--- config.mk ---
export PLATFORM = sky130hd
export DESIGN_NAME = hz_scoreboard
export DESIGN_NICKNAME = d
export VERILOG_FILES = /design/src/rtl/hz_pkg.sv /design/src/rtl/hz_decode.sv /design/src/rtl/hz_unit.sv /design/src/rtl/hz_check.sv /design/src/rtl/hz_scoreboard.sv
export SDC_FILE = /design/constraint.sdc
export NUM_CORES = 1
export LEC_CHECK = 0
export ABC_AREA = 1
export BUFFER_PORTS_ARGS = -buffer_cell sky130_fd_sc_hd__buf_2
export CAP_MARGIN = 20
export CORE_AREA = 2 2 129 131
export CTS_CLUSTER_SIZE = 40
export DETAILED_ROUTE_END_ITERATION = 10
export DIE_AREA = 0 0 131 133
export HOLD_SLACK_MARGIN = 0.05
export PLACE_DENSITY = 0.7
export SLEW_MARGIN = 0
export SYNTH_ARGS = -nofsm -noshare
export SYNTH_HDL_FRONTEND = slang
export SYNTH_SLANG_ARGS = --single-unit
--- constraint.sdc ---
create_clock -name clk -period 3.5 [get_ports clk]
set_clock_uncertainty 0.1 [all_clocks]
set_input_delay 0.35 -clock clk [delete_from_list [all_inputs] [get_ports clk]]
set_output_delay 0.35 -clock clk [all_outputs]
set_load 0.005 [all_outputs]
--- src/rtl/hz_pkg.sv ---
package hz_pkg;
  localparam int MAX_REGS = 64;
  localparam int IDX_W    = 7;

  // binary register index -> one-hot mask (upper part unused for small files)
  function automatic logic [MAX_REGS-1:0] bin_onehot(input logic [IDX_W-1:0] idx);
    logic [MAX_REGS-1:0] m;
    m = '0;
    if (idx < IDX_W'(MAX_REGS)) m[idx[5:0]] = 1'b1;
    return m;
  endfunction

  // any overlap between pending vector and a request mask
  function automatic logic mask_hit(input logic [MAX_REGS-1:0] vec,
                                    input logic [MAX_REGS-1:0] req);
    return |(vec & req);
  endfunction
endpackage

--- src/rtl/hz_decode.sv ---
module hz_decode #(
  parameter int NREGS = 32,
  parameter bit UNARY = 1'b0,
  parameter int RW    = UNARY ? NREGS : $clog2(NREGS)
) (
  input  logic [RW-1:0]    reg_i,
  output logic [NREGS-1:0] mask_o
);
  generate
    if (UNARY) begin : g_unary
      assign mask_o = NREGS'(reg_i);
    end else begin : g_binary
      logic [hz_pkg::MAX_REGS-1:0] wide;
      assign wide   = hz_pkg::bin_onehot(hz_pkg::IDX_W'(reg_i));
      assign mask_o = wide[NREGS-1:0];
    end
  endgenerate
endmodule

--- src/rtl/hz_unit.sv ---
module hz_unit #(
  parameter int NREGS   = 32,
  parameter bit IS_LDST = 1'b0
) (
  input  logic             clk,
  input  logic             rst_n,
  input  logic             iss_valid,
  input  logic             iss_wr,
  input  logic [NREGS-1:0] iss_mask,
  input  logic             busy,
  input  logic             done,
  input  logic             out_ok,
  output logic [NREGS-1:0] set_mask_o,
  output logic [NREGS-1:0] clr_mask_o,
  output logic             nowr_clr_o
);
  logic             issue_d;
  logic [NREGS-1:0] dst_hold;
  logic             wr_latch;

  always_ff @(posedge clk) begin
    if (!rst_n) begin
      issue_d  <= 1'b0;
      dst_hold <= '0;
      wr_latch <= 1'b0;
    end else begin
      issue_d <= iss_valid & iss_wr;
      if (iss_valid) dst_hold <= iss_mask;
      if (iss_valid)  wr_latch <= iss_wr;
      else if (!busy) wr_latch <= 1'b0;
    end
  end

  assign nowr_clr_o = (IS_LDST == 1'b0) & done & wr_latch & ~out_ok;
  assign set_mask_o = issue_d    ? dst_hold : '0;
  assign clr_mask_o = nowr_clr_o ? dst_hold : '0;
endmodule

--- src/rtl/hz_check.sv ---
module hz_check #(
  parameter int NREGS = 32
) (
  input  logic             clk,
  input  logic             rst_n,
  input  logic             req,
  input  logic             busy,
  input  logic [NREGS-1:0] mask,
  input  logic [NREGS-1:0] vec,
  output logic             hazard_o
);
  logic retired;
  logic hit;

  assign hit      = hz_pkg::mask_hit(hz_pkg::MAX_REGS'(vec), hz_pkg::MAX_REGS'(mask));
  assign hazard_o = req & ~retired & hit;

  always_ff @(posedge clk) begin
    if (!rst_n)                  retired <= 1'b0;
    else if (!busy)              retired <= 1'b0;
    else if (req && !hazard_o)   retired <= 1'b1;
  end
endmodule

--- src/rtl/hz_scoreboard.sv ---
module hz_scoreboard #(
  parameter int NREGS             = 32,
  parameter int NUNITS            = 3,
  parameter int NWPORTS           = 2,
  parameter int NCHK              = 2,
  parameter bit UNARY             = 1'b0,
  parameter logic [NUNITS-1:0] LDST_MASK = 3'b100,
  parameter int RW                = UNARY ? NREGS : $clog2(NREGS)
) (
  input  logic                    clk,
  input  logic                    rst_n,
  input  logic [NUNITS-1:0]       iss_valid,
  input  logic [NUNITS-1:0]       iss_wr,
  input  logic [NUNITS*RW-1:0]    iss_dst,
  input  logic [NUNITS-1:0]       unit_busy,
  input  logic [NUNITS-1:0]       unit_done,
  input  logic [NUNITS-1:0]       unit_out_ok,
  input  logic [NWPORTS-1:0]      wp_grant,
  input  logic [NWPORTS*RW-1:0]   wp_reg,
  input  logic [NCHK-1:0]         chk_req,
  input  logic [NCHK-1:0]         chk_busy,
  input  logic [NCHK*RW-1:0]      chk_reg,
  output logic [NREGS-1:0]        pend_vec,
  output logic [NCHK-1:0]         raw_hazard,
  output logic [NUNITS-1:0]       waw_hazard
);
  logic [NREGS-1:0] unit_set [NUNITS];
  logic [NREGS-1:0] unit_clr [NUNITS];
  logic [NREGS-1:0] wp_clr   [NWPORTS];
  logic [NREGS-1:0] set_all;
  logic [NREGS-1:0] clr_all;
  logic [NUNITS-1:0] nowr_clr;

  generate
    for (genvar u = 0; u < NUNITS; u++) begin : g_unit
      logic [NREGS-1:0] dmask;
      hz_decode #(.NREGS(NREGS), .UNARY(UNARY), .RW(RW)) u_dec (
        .reg_i (iss_dst[u*RW +: RW]),
        .mask_o(dmask)
      );
      hz_unit #(.NREGS(NREGS), .IS_LDST(LDST_MASK[u])) u_trk (
        .clk       (clk),
        .rst_n     (rst_n),
        .iss_valid (iss_valid[u]),
        .iss_wr    (iss_wr[u]),
        .iss_mask  (dmask),
        .busy      (unit_busy[u]),
        .done      (unit_done[u]),
        .out_ok    (unit_out_ok[u]),
        .set_mask_o(unit_set[u]),
        .clr_mask_o(unit_clr[u]),
        .nowr_clr_o(nowr_clr[u])
      );
      assign waw_hazard[u] = iss_wr[u] &
        hz_pkg::mask_hit(hz_pkg::MAX_REGS'(pend_vec), hz_pkg::MAX_REGS'(dmask));
    end

    for (genvar p = 0; p < NWPORTS; p++) begin : g_wport
      logic [NREGS-1:0] wmask;
      hz_decode #(.NREGS(NREGS), .UNARY(UNARY), .RW(RW)) u_dec (
        .reg_i (wp_reg[p*RW +: RW]),
        .mask_o(wmask)
      );
      assign wp_clr[p] = wp_grant[p] ? wmask : '0;
    end

    for (genvar c = 0; c < NCHK; c++) begin : g_chk
      logic [NREGS-1:0] cmask;
      hz_decode #(.NREGS(NREGS), .UNARY(UNARY), .RW(RW)) u_dec (
        .reg_i (chk_reg[c*RW +: RW]),
        .mask_o(cmask)
      );
      hz_check #(.NREGS(NREGS)) u_chk (
        .clk     (clk),
        .rst_n   (rst_n),
        .req     (chk_req[c]),
        .busy    (chk_busy[c]),
        .mask    (cmask),
        .vec     (pend_vec),
        .hazard_o(raw_hazard[c])
      );
    end
  endgenerate

  // merge every source of set and clear into one mask each
  always_comb begin
    set_all = '0;
    clr_all = '0;
    for (int u = 0; u < NUNITS; u++) begin
      set_all = set_all | unit_set[u];
      clr_all = clr_all | unit_clr[u];
    end
    for (int p = 0; p < NWPORTS; p++) clr_all = clr_all | wp_clr[p];
  end

  always_ff @(posedge clk) begin
    if (!rst_n) pend_vec <= '0;
    else        pend_vec <= (pend_vec & ~clr_all) | set_all;
  end
endmodule

==> flow_summary_export.csv <==
group,metric,value,unit
outcome,outcome,"finished clean",
yosys,synth_cell_type_count,28,
worst_setup_path,start_kind,"flip-flop",
routing,vias,9158,
grt,grt_max_degree,61,
placement,portBuffers,91,
clock_network,clockBufferDepth,2,
worst_setup_path,reg2regPathDepth,5,
floorplan,die_w,131,um
grt,grt_pass1_wl,45430,um
routing,ant_nets,0,
yosys,avgSynthCellArea,6.021,um^2
placement,dp_hpwl,21620,um
worst_setup_path,r2r_slack,1.28,ns
worst_setup_path,r2r_end,"pend_vec[22]$_SDFF_PN0_",
power_and_ir_drop,total_leakage_power,0.003954,uW
floorplan,initial_utilization,0.4851,
yosys,ys_seq_area_frac,0.3445,
yosys,yosys.area.top_type,"dfxtp_1",
finish,area_growth,15.47,%
routing,drc,0,
finish,drive_gt1_frac,0.1086,
worst_setup_path,crit_top_cell,"nand2_1",
sta,slew_viol_final,0,
clock_network,path_clk_slew,0.06,ns
routing,vias_per_cell,5.720,
clock_network,htree_num_levels,4,
yosys,synth_nets,1361,
sta,setup_viol,0,
sta,tns,0,ns
finish,final_area,9059,um^2
finish,num-fill-cells,1646,
floorplan,core_area,16170,um^2
sta,tightest_slew,0.9883,ns
flow_run,drv_cap,0,
sta,hold_viol,0,
routing,drt_iter0_drc,1509,
worst_setup_path,worstPathCellList,"nand3_1 > nand2_1 > o21ai_1 > nand2_1 > nor2_2 > a21oi_1 > buf_2",
worst_setup_path,worstPathMaxFanout,7,
power_and_ir_drop,power,4089,uW
yosys,netlist_area,7845,um^2
clock_network,cts_buffers,17,
worst_setup_path,crit_required,3.05,ns
grt,antenna_found_initial,0,
yosys,synth_edf_count,0,
grt,grt_overflow,0,
sta,max-slew-margin-rel,0.3404,
floorplan,ios,95,
floorplan,die_y,133,um
placement,finalWeightedCongestion,1.012,
worst_setup_path,cp-end-kind,"primary output",
routing,wl,29630,um
power_and_ir_drop,powerDensity,451.4,nW/um^2
sta,min_period_over_period,0.6514,
worst_setup_path,reg2reg_from,"g_unit[1].u_trk.wr_latch$_SDFFE_PN0P_",
worst_setup_path,slowest_delay,0.61,ns
worst_setup_path,cp_slowest_cell,"dfxtp_1",
yosys,synth_ff_type,"dfxtp_1",
finish,nNetsFinal,1426,
clock_network,root_buffer,"clkbuf_16",
yosys,yosysMostFrequentCell,"nand2_1",
routing,post_drt_wl_per_cell,18.50,um
grt,grt_usage,0.3436,
sta,fmax,438.6,MHz
worst_setup_path,startpoint,"pend_vec[14]$_SDFF_PN0_",
yosys,synthArstFlopShare,0,
yosys,yosysWarnings,0,
clock_network,numClockSinks,135,
clock_network,insertion_delay,0.43,ns
routing,first_pass_iters,6,
sta,period_minus_slack,2.280,ns
yosys,postSynthCellCount,1303,
worst_setup_path,crit_end,"raw_hazard[1]",
grt,first_global_vias,8216,
sta,grt_setup_unrepaired,"false",
worst_setup_path,crit_type,"reg -> out",
clock_network,cts.repair.resized,0,
yosys,yosysTopAreaCellShare,0.3445,
finish,n_antenna_cell,0,
floorplan,dieArea,17420,um^2
min_path,hold_path.class,"in -> reg",
finish,final_cells,1601,
yosys,ys_ff_latch,135,
placement,place_inst,1567,
yosys,synth_common_cells,"nand2_1 (341), nor2_1 (293), dfxtp_1 (135)",
yosys,yosys-top-cells-area,"dfxtp_1 (34%), nand2_1 (16%), nor2_1 (14%)",
placement,postPlaceCellArea,8398,um^2
floorplan,row_count,47,
worst_setup_path,arrival,1.83,ns
clock_network,cts_tree,"yes",
power_and_ir_drop,ir_drop,0.3629,mV
[how the worst min path moves through the flow]
stage	cells past startpoint	slack, ns	start	end
6_report	3	0.07	iss_wr[1]	g_unit[1].u_trk.issue_d$_SDFF_PN0_
5_1_grt	3	0.09	chk_req[0]	g_chk[0].u_chk.retired$_SDFFE_PN0P_
4_1_cts	3	0.06	iss_wr[1]	g_unit[1].u_trk.issue_d$_SDFF_PN0_
3_5_place_dp	2	0.35	g_chk[0].u_chk.retired$_SDFFE_PN0P_	g_chk[0].u_chk.retired$_SDFFE_PN0P_
3_3_place_gp	2	0.35	g_chk[0].u_chk.retired$_SDFFE_PN0P_	g_chk[0].u_chk.retired$_SDFFE_PN0P_
2_1_floorplan	2	0.33	g_chk[1].u_chk.retired$_SDFFE_PN0P_	g_chk[1].u_chk.retired$_SDFFE_PN0P_
[through the flow]
| stage | worst slack (ns) | utilization | hold WS (ns) |
|---|---|---|---|
| after floorplan | 1.947 | - | 0.3305 |
| after global placement | 1.210 | 0.5193 | 0.3455 |
| after detailed placement | 1.208 | 0.5193 | 0.3525 |
| after CTS | 1.282 | 0.5602 | 0.06276 |
| after global routing | 1.139 | 0.5602 | 0.09175 |
| final | 1.220 | 0.5602 | 0.06900 |
[where the power goes]
group	internal (uW)	total [uW]	switching [uW]
logic	131	437	305
clock network	1250	1950	703
registers	1610	1700	92.7
[layout by cell type, fill, tap and decap left out, drive strengths merged]
cell,count
nand2,343
nor2,304
dfxtp,135
o21ai,99
buf,97
inv,95
a21oi,92
nand3,74
a211oi,28
clkbuf,21
nor3,19
o2111ai,17
a22oi,11
o22ai,9
o211ai,7
nand4,6
a22o,4
bufinv,4
a31oi,3
clkinvlp,3
clkinv,3
a21boi,2
dlygate4sd3,2
o21a,1
a41oi,1
a211o,1
[state kept, by name, indices dropped and copies added (netlist names)]
signal,cells
g_chk.u_chk.retired,2
g_unit.u_trk.dst_hold,96
g_unit.u_trk.issue_d,3
g_unit.u_trk.wr_latch,2
pend_vec,32
[routing by layer]
layer / share of wire / track usage / routed length, um
met5: 0 / 0 / 0
met4: 0.037 / 0.1395 / 1087
met3: 0.12 / 0.06632 / 3646
met2: 0.42 / 0.5032 / 12460
met1: 0.42 / 0.4934 / 12430
[cells by family (layout without fill, tap and decap cells)]
kind of cell,Yosys count,after routing,synth area share
flip-flops,135,135,0.3445
AND/OR/NAND/NOR,746,746,0.3778
buffers and inverters,147,225,0.07368
AO/OA/AOI/OAI,275,275,0.2040
[final cells by class]
| class | instances | area, um^2 | share of cell area |
|---|---|---|---|
| Timing Repair Buffer | 99 | 520.5 | 0.05746 |
| Clock buffer | 21 | 470.5 | 0.05193 |
| Inverter | 94 | 352.8 | 0.03895 |
| Tap cell | 220 | 275.3 | 0.03039 |
| Clock inverter | 11 | 170.2 | 0.01878 |
| Sequential cell | 135 | 2703 | 0.2983 |
| Multi-Input combinational cell | 1021 | 4567 | 0.5041 |
[worst max-delay path: cells and delay by family (launching register included)]
family | cells | cell delay (ns)
buffers and inverters | 1 | 0.12
and+or+nand+nor | 4 | 0.48
DFF | 1 | 0.61
AOI/OAI and AO/OA | 2 | 0.20
[what timing repair did]
| action | CTS | global route |
|---|---|---|
| hold buffers | 2 | 0 |
| endpoints found under the hold margin | 2 | 0 |
| setup buffers | 0 | 0 |
No activity file was read; power rests on OpenSTA's default activity.
